File: config.mk
export PLATFORM = sky130hd
export DESIGN_NAME = wiper_seq
export DESIGN_NICKNAME = d
export VERILOG_FILES = /design/src/rtl/wiper_seq_pkg.sv /design/src/rtl/wseq_timer.sv /design/src/rtl/wseq_fsm.sv /design/src/rtl/wiper_seq.sv
export SDC_FILE = /design/constraint.sdc
export NUM_CORES = 1
export LEC_CHECK = 0
export BUFFER_PORTS_ARGS = -buffer_cell sky130_fd_sc_hd__buf_4
export CAP_MARGIN = 15
export CELL_PAD_IN_SITES_DETAIL_PLACEMENT = 1
export CELL_PAD_IN_SITES_GLOBAL_PLACEMENT = 2
export CORE_UTILIZATION = 37
export CTS_CLUSTER_SIZE = 20
export DETAILED_ROUTE_END_ITERATION = 7
export PLACE_DENSITY = 0.86
export SLEW_MARGIN = 10
export SYNTH_ARGS = -nofsm -noshare
export SYNTH_HDL_FRONTEND = slang
export SYNTH_SLANG_ARGS = --single-unit
File: constraint.sdc
create_clock -name clk -period 2.2 [get_ports clk]
set_input_delay 0.44 -clock clk [delete_from_list [all_inputs] [get_ports clk]]
set_output_delay 0.44 -clock clk [all_outputs]
set_load 0.005 [all_outputs]
File: src/rtl/wiper_seq_pkg.sv
package wiper_seq_pkg;

  typedef enum logic [2:0] {
    S_IDLE,
    S_PRE,
    S_LEAD,
    S_LOW,
    S_HIGH,
    S_TAIL,
    S_DESEL
  } wseq_state_e;

  // nanoseconds to clock cycles, rounded up, never below one
  function automatic int unsigned wseq_cycles(longint unsigned ns, longint unsigned hz);
    longint unsigned c;
    c = (ns * hz + 64'd999_999_999) / 64'd1_000_000_000;
    if (c == 0) c = 1;
    return c[31:0];
  endfunction

  function automatic int unsigned wseq_max(int unsigned a, int unsigned b);
    return (a > b) ? a : b;
  endfunction

endpackage

File: src/rtl/wseq_timer.sv
module wseq_timer #(
  parameter int unsigned W = 8
) (
  input  logic         clk,
  input  logic         rst_n,
  input  logic         load,
  input  logic [W-1:0] load_val,
  output logic         expired
);

  logic [W-1:0] cnt_q, cnt_d;
  logic         cnt_en;

  always_comb begin
    cnt_en = load || (cnt_q != '0);
    cnt_d  = load ? load_val : (cnt_q - 1'b1);
  end

  always_ff @(posedge clk or negedge rst_n) begin
    if (!rst_n) begin
      cnt_q <= '0;
    end else if (cnt_en) begin
      cnt_q <= cnt_d;
    end
  end

  assign expired = (cnt_q == '0);

endmodule

File: src/rtl/wseq_fsm.sv
module wseq_fsm
  import wiper_seq_pkg::*;
#(
  parameter int unsigned STEP_W  = 7,
  parameter int unsigned TMR_W   = 8,
  parameter int unsigned C_PRE   = 1,
  parameter int unsigned C_LEAD  = 1,
  parameter int unsigned C_LOW   = 1,
  parameter int unsigned C_HIGH  = 1,
  parameter int unsigned C_TAIL  = 1,
  parameter int unsigned C_STORE = 1,
  parameter int unsigned C_SKIP  = 1
) (
  input  logic              clk,
  input  logic              rst_n,
  input  logic              cmd_valid,
  input  logic              cmd_up,
  input  logic [STEP_W-1:0] cmd_steps,
  input  logic              cmd_store,
  input  logic              tmr_expired,
  output logic              tmr_load,
  output logic [TMR_W-1:0]  tmr_val,
  output logic              cmd_ready,
  output logic              done,
  output logic              sel_n,
  output logic              step_n,
  output logic              dir_up
);

  localparam logic [TMR_W-1:0] L_PRE   = TMR_W'(C_PRE - 1);
  localparam logic [TMR_W-1:0] L_LEAD  = TMR_W'(C_LEAD - 1);
  localparam logic [TMR_W-1:0] L_LOW   = TMR_W'(C_LOW - 1);
  localparam logic [TMR_W-1:0] L_HIGH  = TMR_W'(C_HIGH - 1);
  localparam logic [TMR_W-1:0] L_TAIL  = TMR_W'(C_TAIL - 1);
  localparam logic [TMR_W-1:0] L_STORE = TMR_W'(C_STORE - 1);
  localparam logic [TMR_W-1:0] L_SKIP  = TMR_W'(C_SKIP - 1);

  wseq_state_e       state_q, state_d;
  logic [STEP_W-1:0] rem_q, rem_d;
  logic              up_q, up_d;
  logic              store_q, store_d;
  logic              skip_q, skip_d;
  logic              done_q, done_d;

  always_comb begin
    state_d  = state_q;
    rem_d    = rem_q;
    up_d     = up_q;
    store_d  = store_q;
    skip_d   = skip_q;
    done_d   = 1'b0;
    tmr_load = 1'b0;
    tmr_val  = '0;
    unique case (state_q)
      S_IDLE: begin
        if (cmd_valid) begin
          up_d     = cmd_up;
          store_d  = cmd_store;
          rem_d    = cmd_steps;
          skip_d   = (cmd_steps == '0) && !cmd_store;
          tmr_load = 1'b1;
          if ((cmd_steps == '0) && !cmd_store) begin
            state_d = S_PRE;
            tmr_val = L_PRE;
          end else begin
            state_d = S_LEAD;
            tmr_val = L_LEAD;
          end
        end
      end
      S_PRE: begin
        if (tmr_expired) begin
          state_d  = S_LEAD;
          tmr_load = 1'b1;
          tmr_val  = L_LEAD;
        end
      end
      S_LEAD, S_HIGH: begin
        if (tmr_expired) begin
          tmr_load = 1'b1;
          if (rem_q != '0) begin
            state_d = S_LOW;
            tmr_val = L_LOW;
            rem_d   = rem_q - 1'b1;
          end else begin
            state_d = S_TAIL;
            tmr_val = L_TAIL;
          end
        end
      end
      S_LOW: begin
        if (tmr_expired) begin
          tmr_load = 1'b1;
          if ((rem_q != '0) || store_q) begin
            state_d = S_HIGH;
            tmr_val = L_HIGH;
          end else begin
            state_d = S_TAIL;
            tmr_val = L_TAIL;
          end
        end
      end
      S_TAIL: begin
        if (tmr_expired) begin
          state_d  = S_DESEL;
          tmr_load = 1'b1;
          tmr_val  = store_q ? L_STORE : L_SKIP;
        end
      end
      S_DESEL: begin
        if (tmr_expired) begin
          state_d = S_IDLE;
          done_d  = 1'b1;
        end
      end
      default: state_d = S_IDLE;
    endcase
  end

  always_ff @(posedge clk or negedge rst_n) begin
    if (!rst_n) begin
      state_q <= S_IDLE;
      rem_q   <= '0;
      up_q    <= 1'b0;
      store_q <= 1'b0;
      skip_q  <= 1'b0;
      done_q  <= 1'b0;
    end else begin
      state_q <= state_d;
      rem_q   <= rem_d;
      up_q    <= up_d;
      store_q <= store_d;
      skip_q  <= skip_d;
      done_q  <= done_d;
    end
  end

  assign cmd_ready = (state_q == S_IDLE);
  assign done      = done_q;
  assign dir_up    = up_q;
  assign sel_n     = (state_q == S_IDLE) || (state_q == S_PRE) || (state_q == S_DESEL);
  assign step_n    = (state_q == S_IDLE) || (state_q == S_HIGH)
                   || ((state_q == S_LEAD) && !skip_q)
                   || (((state_q == S_TAIL) || (state_q == S_DESEL)) && store_q);

endmodule

File: src/rtl/wiper_seq.sv
module wiper_seq
  import wiper_seq_pkg::*;
#(
  parameter longint unsigned CLK_HZ       = 50_000_000,
  parameter int unsigned     STEP_W       = 7,
  parameter longint unsigned SEL_SETUP_NS = 100,
  parameter longint unsigned DIR_SETUP_NS = 1000,
  parameter longint unsigned LOW_NS       = 1000,
  parameter longint unsigned HIGH_NS      = 1000,
  parameter longint unsigned DIR_HOLD_NS  = 100,
  parameter longint unsigned TAIL_NS      = 1000,
  parameter longint unsigned STORE_NS     = 20_000_000,
  parameter longint unsigned SKIP_NS      = 100
) (
  input  logic              clk,
  input  logic              rst_n,
  input  logic              cmd_valid,
  output logic              cmd_ready,
  input  logic              cmd_up,
  input  logic [STEP_W-1:0] cmd_steps,
  input  logic              cmd_store,
  output logic              done,
  output logic              sel_n,
  output logic              step_n,
  output logic              dir_up
);

  localparam int unsigned C_SEL   = wseq_cycles(SEL_SETUP_NS, CLK_HZ);
  localparam int unsigned C_DIR   = wseq_cycles(DIR_SETUP_NS, CLK_HZ);
  localparam int unsigned C_LOW   = wseq_cycles(LOW_NS, CLK_HZ);
  localparam int unsigned C_HI0   = wseq_cycles(HIGH_NS, CLK_HZ);
  localparam int unsigned C_HOLD  = wseq_cycles(DIR_HOLD_NS, CLK_HZ);
  localparam int unsigned C_TAIL  = wseq_cycles(TAIL_NS, CLK_HZ);
  localparam int unsigned C_STORE = wseq_cycles(STORE_NS, CLK_HZ);
  localparam int unsigned C_SKIP  = wseq_cycles(SKIP_NS, CLK_HZ);
  localparam int unsigned C_LEAD  = wseq_max(wseq_max(C_SEL, C_DIR), C_HI0);
  localparam int unsigned C_HIGH  = wseq_max(C_HI0, C_HOLD);
  localparam int unsigned C_MAX   = wseq_max(wseq_max(wseq_max(C_LEAD, C_LOW), C_HIGH),
                                             wseq_max(wseq_max(C_TAIL, C_STORE), C_SKIP));
  localparam int unsigned TMR_W   = $clog2(C_MAX + 1);

  logic             tmr_load;
  logic [TMR_W-1:0] tmr_val;
  logic             tmr_expired;

  wseq_timer #(.W(TMR_W)) u_timer (
    .clk      (clk),
    .rst_n    (rst_n),
    .load     (tmr_load),
    .load_val (tmr_val),
    .expired  (tmr_expired)
  );

  wseq_fsm #(
    .STEP_W  (STEP_W),
    .TMR_W   (TMR_W),
    .C_PRE   (C_SEL),
    .C_LEAD  (C_LEAD),
    .C_LOW   (C_LOW),
    .C_HIGH  (C_HIGH),
    .C_TAIL  (C_TAIL),
    .C_STORE (C_STORE),
    .C_SKIP  (C_SKIP)
  ) u_fsm (
    .clk         (clk),
    .rst_n       (rst_n),
    .cmd_valid   (cmd_valid),
    .cmd_up      (cmd_up),
    .cmd_steps   (cmd_steps),
    .cmd_store   (cmd_store),
    .tmr_expired (tmr_expired),
    .tmr_load    (tmr_load),
    .tmr_val     (tmr_val),
    .cmd_ready   (cmd_ready),
    .done        (done),
    .sel_n       (sel_n),
    .step_n      (step_n),
    .dir_up      (dir_up)
  );

endmodule

; Word level (Yosys, flattened, before mapping)
; Index checks and enable logic that the tools add are counted.
[totals]
wordCells = 72
output_inout_bits = 5
inputBits = 12
reg_bits = 34
[op_classes]
reduce_logical = 25
n_mux = 25
addsub = 2
n_eq_ne = 13
[op_table]
columns = op, n
row1 = $mux W20, 4
row2 = $pmux W20 S3, 1
row3 = $mux W3, 7
row4 = $mux W7, 3
row5 = $logic_not A20 Y1, 1
row6 = $reduce_bool A20 Y1, 1
row7 = $sub A20 B1 Y20 const B, 1
row8 = $pmux W3 S6, 1
row9 = $pmux W7 S2, 1
row10 = $mux W6, 2
row11 = $ne A2 B2 Y1 const B, 6
row12 = $eq A3 B3 Y1 const B, 3
row13 = $logic_or A1 B1 Y1, 8
row14 = $logic_not A7 Y1, 1
row15 = $reduce_bool A7 Y1, 1
row16 = $sub A7 B1 Y7 const B, 1
row17 = $eq A3 B2 Y1 const B, 2
row18 = $reduce_and A6 Y1, 1
row19 = $reduce_or A5 Y1, 1
row20 = $mux W1, 4
row21 = $reduce_and A4 Y1, 1
row22 = $reduce_or A4 Y1, 1
row23 = $eq A3 B1 Y1 const B, 1
row24 = $logic_and A1 B1 Y1, 3
row25 = 8 further kinds, 9

; Logic depth before layout (Yosys ltp)
; Gate-level depths: netlist of the first run.
[depth]
depth_word = 6
mapped_depth = 8
mapped_depth_nobuf = 7

; Cells and area by module
; Synthesis of the first run repeated with hierarchy kept, for this count alone.
[hier_totals]
hier_cells = 269
area_unflattened_um2 = 2428.6
[modules_own_cells]
columns = module, area_per_inst_um2, instances, cells_each
row1 = wseq_timer, 1216.2, 1, 126
row2 = wseq_fsm, 1212.4, 1, 143

; Worst setup path before layout of the first run
; No wires, ideal clock.
[synth_path]
path_type = reg-to-reg
startpoint = register u_timer.cnt_q[12]
endpoint = register u_fsm.rem_q[0]
path_buffers = 1
stages_incl_launch_ff = 7
synth_period_minus_slack_ns = 1.955
arrival_time_ns = 1.831
setup_time_ns = 0.125
path_slack_ns = 0.245
cell_sequence = dfrtp_1 nor4_2 and4_1 buf_6 nand2_4 o31ai_4 mux2_2
[synth_between]
elab_chain_len = 3
[synth_lines]
columns = element, line_no
row1 = start: declaration, wseq_timer.sv:11  ; logic [W-1:0] cnt_q, cnt_d;
row2 = start signal: assignment, wseq_timer.sv:23  ; cnt_q <= cnt_d;
row3 = $logic_not A20 Y1, wseq_timer.sv:27  ; assign expired = (cnt_q == '0);
row4 = $ne A2 B2 Y1 (no line), --
row5 = $reduce_and A4 Y1 (no line), --
row6 = end signal: assignment, wseq_fsm.sv:130  ; rem_q <= rem_d;
row7 = end: declaration, wseq_fsm.sv:39  ; logic [STEP_W-1:0] rem_q, rem_d;
; Every way passes these cells.
; A chain may end at the register's enable or synchronous reset.

; Worst setup path in the final report of the first run
[layout_path]
startpoint = register u_timer.cnt_q[17]
endpoint = register u_fsm.rem_q[1]
; The elaborated chain is that of the path after synthesis.

==> results of run 1 <==
==> critical path: cells and delay by family, from the launching register on <==
kind,cells,cell delay [ns]
compound gates,1,0.27
mux,1,0.37
simple gates,3,0.83
flops,1,0.42
==> final cells by class <==
type / count / area [um2]
inverters: 7 / 26.3
multi-input cells: 189 / 1200
repair buffers: 30 / 225
clock inverters: 1 / 5.00
well taps: 72 / 90.1
clock buffers: 7 / 86.3
fillers: 672 / 3060
flip-flops and latches: 34 / 851
==> cells by family (layout without fill, tap and decap cells) <==
kind of cell / count (synthesis) / in the layout / synth area share (%)
xor+xnor: 17 / 17 / 6.98
mux: 4 / 4 / 2.11
compound gates: 64 / 64 / 20.3
simple gates: 100 / 100 / 24.4
flops: 34 / 34 / 39.9
fa+ha+maj: 4 / 4 / 2.34
buf+inv: 17 / 45 / 3.99
==> power by group <==
group	leakage [nW]	switching, mW	total, mW	internal [mW]
clock	0.0482	0.239	0.492	0.253
sequential	0.431	0.311	1.20	0.890
combinational	0.580	1.09	1.93	0.845
total	1.06	1.64	3.63	1.99
==> worst min-delay path by stage <==
| stage | startpoint | to |
|---|---|---|
| 2_1_floorplan | rst_n | u_fsm.dir_up |
| 3_5_place_dp | rst_n | u_timer.cnt_q[15] |
| 3_3_place_gp | rst_n | u_timer.cnt_q[15] |
| 6_report | rst_n | u_timer.cnt_q[15] |
| 5_1_grt | rst_n | u_timer.cnt_q[15] |
| 4_1_cts | rst_n | u_timer.cnt_q[15] |
==> state kept, by name, summed over array words and instances (netlist names) <==
name / flops
u_fsm.dir_up: 1
u_timer.cnt_q: 20
u_fsm.rem_q: 7
u_fsm.store_q: 1
u_fsm.state_q: 3
u_fsm.skip_q: 1
u_fsm.done: 1
==> cells in the final DEF (no fill, tap or decap), types with 2 or more instances in the layout <==
cell      count
dfrtp_1      34
o22ai_1       3
clkbuf_8      6
and2_1        3
ha_1          4
nand2_1      26
a31oi_1       7
o22a_1        2
buf_4        30
xor2_1        4
nor2b_1       2
nor4_2        3
nor4_1        5
a21oi_1      12
nor2_1       21
or3_1         2
xnor2_1      13
o21ai_0      18
inv_1         7
nor3_1       12
nand4_1       6
or2_2         2
o21a_1        4
a211oi_1      2
mux2_2        4
nand3_1       9
==> stage by stage <==
stage | hold WS, ns | cells | cell area, um2
5_1_grt | 0.137 | 340 | 2480
4_1_cts | 0.113 | 340 | 2480
3_3_place_gp | 0.431 | 332 | 2390
3_5_place_dp | 0.430 | 332 | 2390
2_1_floorplan | 0.144 | 240 | 2130
6_report | 0.0997 | 340 | 2480
==> per-layer routing <==
| metal | global-route usage, % | vias up | routed length (um) |
|---|---|---|---|
| met3 | 3.65 | 5 | 122 |
| met2 | 35.8 | 18 | 2770 |
| met5 | 0 | - | 0 |
| met1 | 29.1 | 960 | 2820 |
| li1 | - | 929 | - |
| met4 | 7.22 | 0 | 73 |
==> impl_metrics.toml, run 1 <==
[status]
status = "complete, no violations"

[critical_path]
crit_path_max_fanout = 6
cpPeakStageDelay_ns = 0.42
cp_slowest_cell = "dfrtp_1"
r2r_slack_ns = 0.19
crit_start = "u_timer.cnt_q[17]"
crit_arrival_ns = 2.18
critPathRequiredTime_ns = 2.37
reg2reg_depth = 5
critPathLaunchType = "flop"
critPathKind = "flop to flop"
crit_chain = "nor4_2 > and4_1 > nand2_4 > o31ai_4 > mux2_2"
crit_end = "u_fsm.rem_q[1]"
r2r-end = "u_fsm.rem_q[1]"
crit_path_end_kind = "flop"
reg2reg_from = "u_timer.cnt_q[17]"

[sta]
hold_viol_final = 0
period_share_pct = 91.1
drv_slew = 0
fin_setup_tns_ns = 0
fin_crit_ns = 2.01
layout_setup_ws_ns = 0.195
max_slew_margin_pct = 67.8
setup_violations = 0
max_slew.worst_pin.slew_ns = 0.471
max_freq_mhz = 499
rsz0062_at_grt = "no"
finClkSkew_ns = 0.00471

[cells_and_area]
syn2layout_area_growth_pct = 16.3
nets = 283
final_layout_size_suffix_gt1_share_pct = 20.1
diodes = 0
utilization_pct = 44.8

[power_and_ir_drop]
irDropWorstVdd_mv = 0.663
power_density_nw_per_um2 = 1460
power_mw = 3.63
leakagePower_nw = 1.06

[synthesis]
syn_nets = 256
synth_edf_count = 0
ys_ff_latch = 34
async_flop_share_pct = 100
yosys_warnings = 0
synth_flop_cell = "dfrtp_1"
seq_area_frac_synth_pct = 39.9
synth.top_cells.by_area = "dfrtp_1, xnor2_1, nand2_1"
synth_area_leader_cell = "dfrtp_1"
ys_types = 54
syn-cell-area_um2 = 2130
syn_area_per_cell_um2 = 8.89
ys_top_cells_by_count = "dfrtp_1, nand2_1, nor2_1"
synth_top_cell_area_share_pct = 39.9
synthCells = 240
synth.most_common_cell = "dfrtp_1"

[routing]
dr.pass1.iters = 4
ant_nets = 0
num_vias = 1912
wl_um = 5790
drc = 0
first_iter_violations = 121
avgViaCountPerCell = 5.62
wl_per_cell_um = 17.0

[clocking]
h-tree-depth = 2
clk-insertion-delay-late_ns = 0.29
ctsResizeCount = 0
ctsHoldBuffers = 0
clockRootBuffer = "clkbuf_8"
post_cts_buffers = 0
clk_pin_slew_ns = 0.07
cts_tree = "yes"
cts_sinks = 34
clockBufferDepth = 2
cts_buffers = 5

[floorplan]
core_area_um2 = 5540
ios = 17
die_area_um2 = 6080
fp.dieH_um = 78.0
fp.dieW_um = 78.0
start_util_pct = 38.5
num_rows = 27

[global_routing]
grt_pass1_vias = 1994
gr-total-overflow = 0
grt_pass1_wl_um = 10100
grt_use_total_pct = 21.8
grt_max_degree = 35
antenna_found_initial = 0

[job]
cap_violations = 0

[placement]
gp_congestion = 0.848
pre_cts_slack_ns = 0.205
dp_hpwl_um = 4250
port_buffers = 16

[hold_path]
min_path_type = "input pin to async pin"
Power figures use the tool's default switching activity.
==> run 2, diff against run 1 <==
--- a/config.mk
+++ b/config.mk
@@ -9,6 +9,7 @@
 export CAP_MARGIN = 15
 export CELL_PAD_IN_SITES_DETAIL_PLACEMENT = 1
 export CELL_PAD_IN_SITES_GLOBAL_PLACEMENT = 2
+export CORE_ASPECT_RATIO = 2
 export CORE_UTILIZATION = 37
 export CTS_CLUSTER_SIZE = 20
 export DETAILED_ROUTE_END_ITERATION = 7
==> impl_metrics.toml, run 2 (synthesis gave the netlist of run 1 again) <==
[critical_path]
crit_path_end_kind = "flop"
crit_path_max_fanout = 7
crit_arrival_ns = 2.27
critPathKind = "flop to flop"
critPathLaunchType = "flop"
cpPeakStageDelay_ns = 0.58
critPathRequiredTime_ns = 2.38
cp_top_family = "compound AO/OA/AOI/OAI gates"
crit_chain = "inv_1 > ha_1 > and4_1 > buf_4 > a2111oi_0 > xnor2_1 > nor2_1"
critPathBufInv = 2
cp_slowest_cell = "a2111oi_0"

[placement]
postPlaceCellArea_um2 = 2420
gp_congestion = 0.787
dp_hpwl_um = 5190
port_buffers = 16
dp.cells = 326

[clocking]
clk_pin_slew_ns = 0.06
h-tree-depth = 2
clockBufferDepth = 2
clk-insertion-delay-late_ns = 0.29
cts_tree = "yes"
cts_buffers = 5
cts_sinks = 34
post_cts_buffers = 0
clockRootBuffer = "clkbuf_8"
ctsHoldBuffers = 0
ctsResizeCount = 0

[routing]
dr.pass1.iters = 4
num_vias = 1996
drc = 0
ant_nets = 0
first_iter_violations = 35
wl_um = 6610
wl_per_cell_um = 19.8
avgViaCountPerCell = 5.99

[floorplan]
core_area_um2 = 5470
die_area_um2 = 6090
ios = 17
num_rows = 38
start_util_pct = 39.0
fp.dieW_um = 55.7
fp.dieH_um = 109

[sta]
holdWs_ns = 0.104
drv_slew = 0
max_slew.worst_pin.slew_ns = 0.626
max_slew_margin_pct = 57.2
rsz0062_at_grt = "no"
period_share_pct = 95.2
setup_violations = 0
fin_setup_tns_ns = 0
max_freq_mhz = 478
hold_viol_final = 0
fin_crit_ns = 2.09
finClkSkew_ns = 0.00183

[cells_and_area]
layout.cells.non_filler = 333
finalInstanceArea_um2 = 2500
nets = 289
largest_reg_flops = 20
final_layout_size_suffix_gt1_share_pct = 21.2
reg.largest.list = "u_timer.cnt_q (20), u_fsm.rem_q (7), u_fsm.state_q (3)"
syn2layout_area_growth_pct = 17.0
layout_commonest_cell = "buf_4"
diodes = 0
largest_register = "u_timer.cnt_q"
final_cell_mix = "buf_4, dfrtp_1, nand2_1"

[hold_path]
min_path_type = "input pin to async pin"

[global_routing]
grt_max_degree = 35
antenna_found_initial = 0
grt_pass1_vias = 2193
gr-total-overflow = 0
grt_use_total_pct = 23.9
grt_pass1_wl_um = 10700

[job]
cap_violations = 0

[status]
status = "complete, no violations"

[power_and_ir_drop]
leakagePower_nw = 1.08
power_density_nw_per_um2 = 1480
irDropWorstVdd_mv = 0.649
power_mw = 3.69
==> run 2: changes by cell type in the layout (fill, tap and decap cells not counted), sizes merged <==
| cell | before | now |
|---|---|---|
| buf | 30 | 36 |
| clkinv | 1 | 0 |
==> run 2: cell type report <==
class	instances	area, um2
clock buffer	7	76.3
tap	60	75.1
multi-input combinational	189	1200
inverter	7	26.3
timing repair buffer	36	270
fill	659	2970
sequential	34	851
==> run 2: stage by stage <==
step / util [%] / setup slack [ns]
detailed placement: 44.3 / 0.124
CTS: 45.7 / 0.104
finish: 45.7 / 0.106
floorplan: - / 0.245
global route: 45.7 / 0.00226
global placement: 44.3 / 0.187
==> run 2: power breakdown <==
part | switching (mW) | internal, mW | leakage [nW] | total (mW)
logic | 1.17 | 0.873 | 0.608 | 2.04
clock network | 0.224 | 0.218 | 0.0383 | 0.442
registers | 0.316 | 0.890 | 0.431 | 1.21
==> run 2: path summary, 6_finish.rpt <==
path	slack (ns)	from	end	cells past startpoint
worst min register to register	0.48	u_fsm.dir_up	u_fsm.dir_up	2
min in group clk	0.35	cmd_up	u_fsm.dir_up	3
max in group asynchronous	1.76	rst_n	u_fsm.skip_q	1
worst min-delay path	0.10	rst_n	u_timer.cnt_q[1]	1
worst max-delay path	0.11	u_timer.cnt_q[0]	u_timer.cnt_q[7]	7
worst max register to register	0.11	u_timer.cnt_q[0]	u_timer.cnt_q[7]	7
==> run 2: worst register-to-register path, stage by stage, from the launching register on <==
cell       delay (ns)
dfrtp_1          0.42
inv_1            0.08
ha_1             0.25
and4_1           0.21
buf_4            0.18
a2111oi_0        0.58
xnor2_1          0.20
nor2_1           0.06
==> run 2: metal layers <==
layer  part of all wire (%)  track usage [%]
met4                    6.1             17.5
met3                    1.7             2.94
met1                     33             19.7
met5                      0                0
met2                     60             49.6
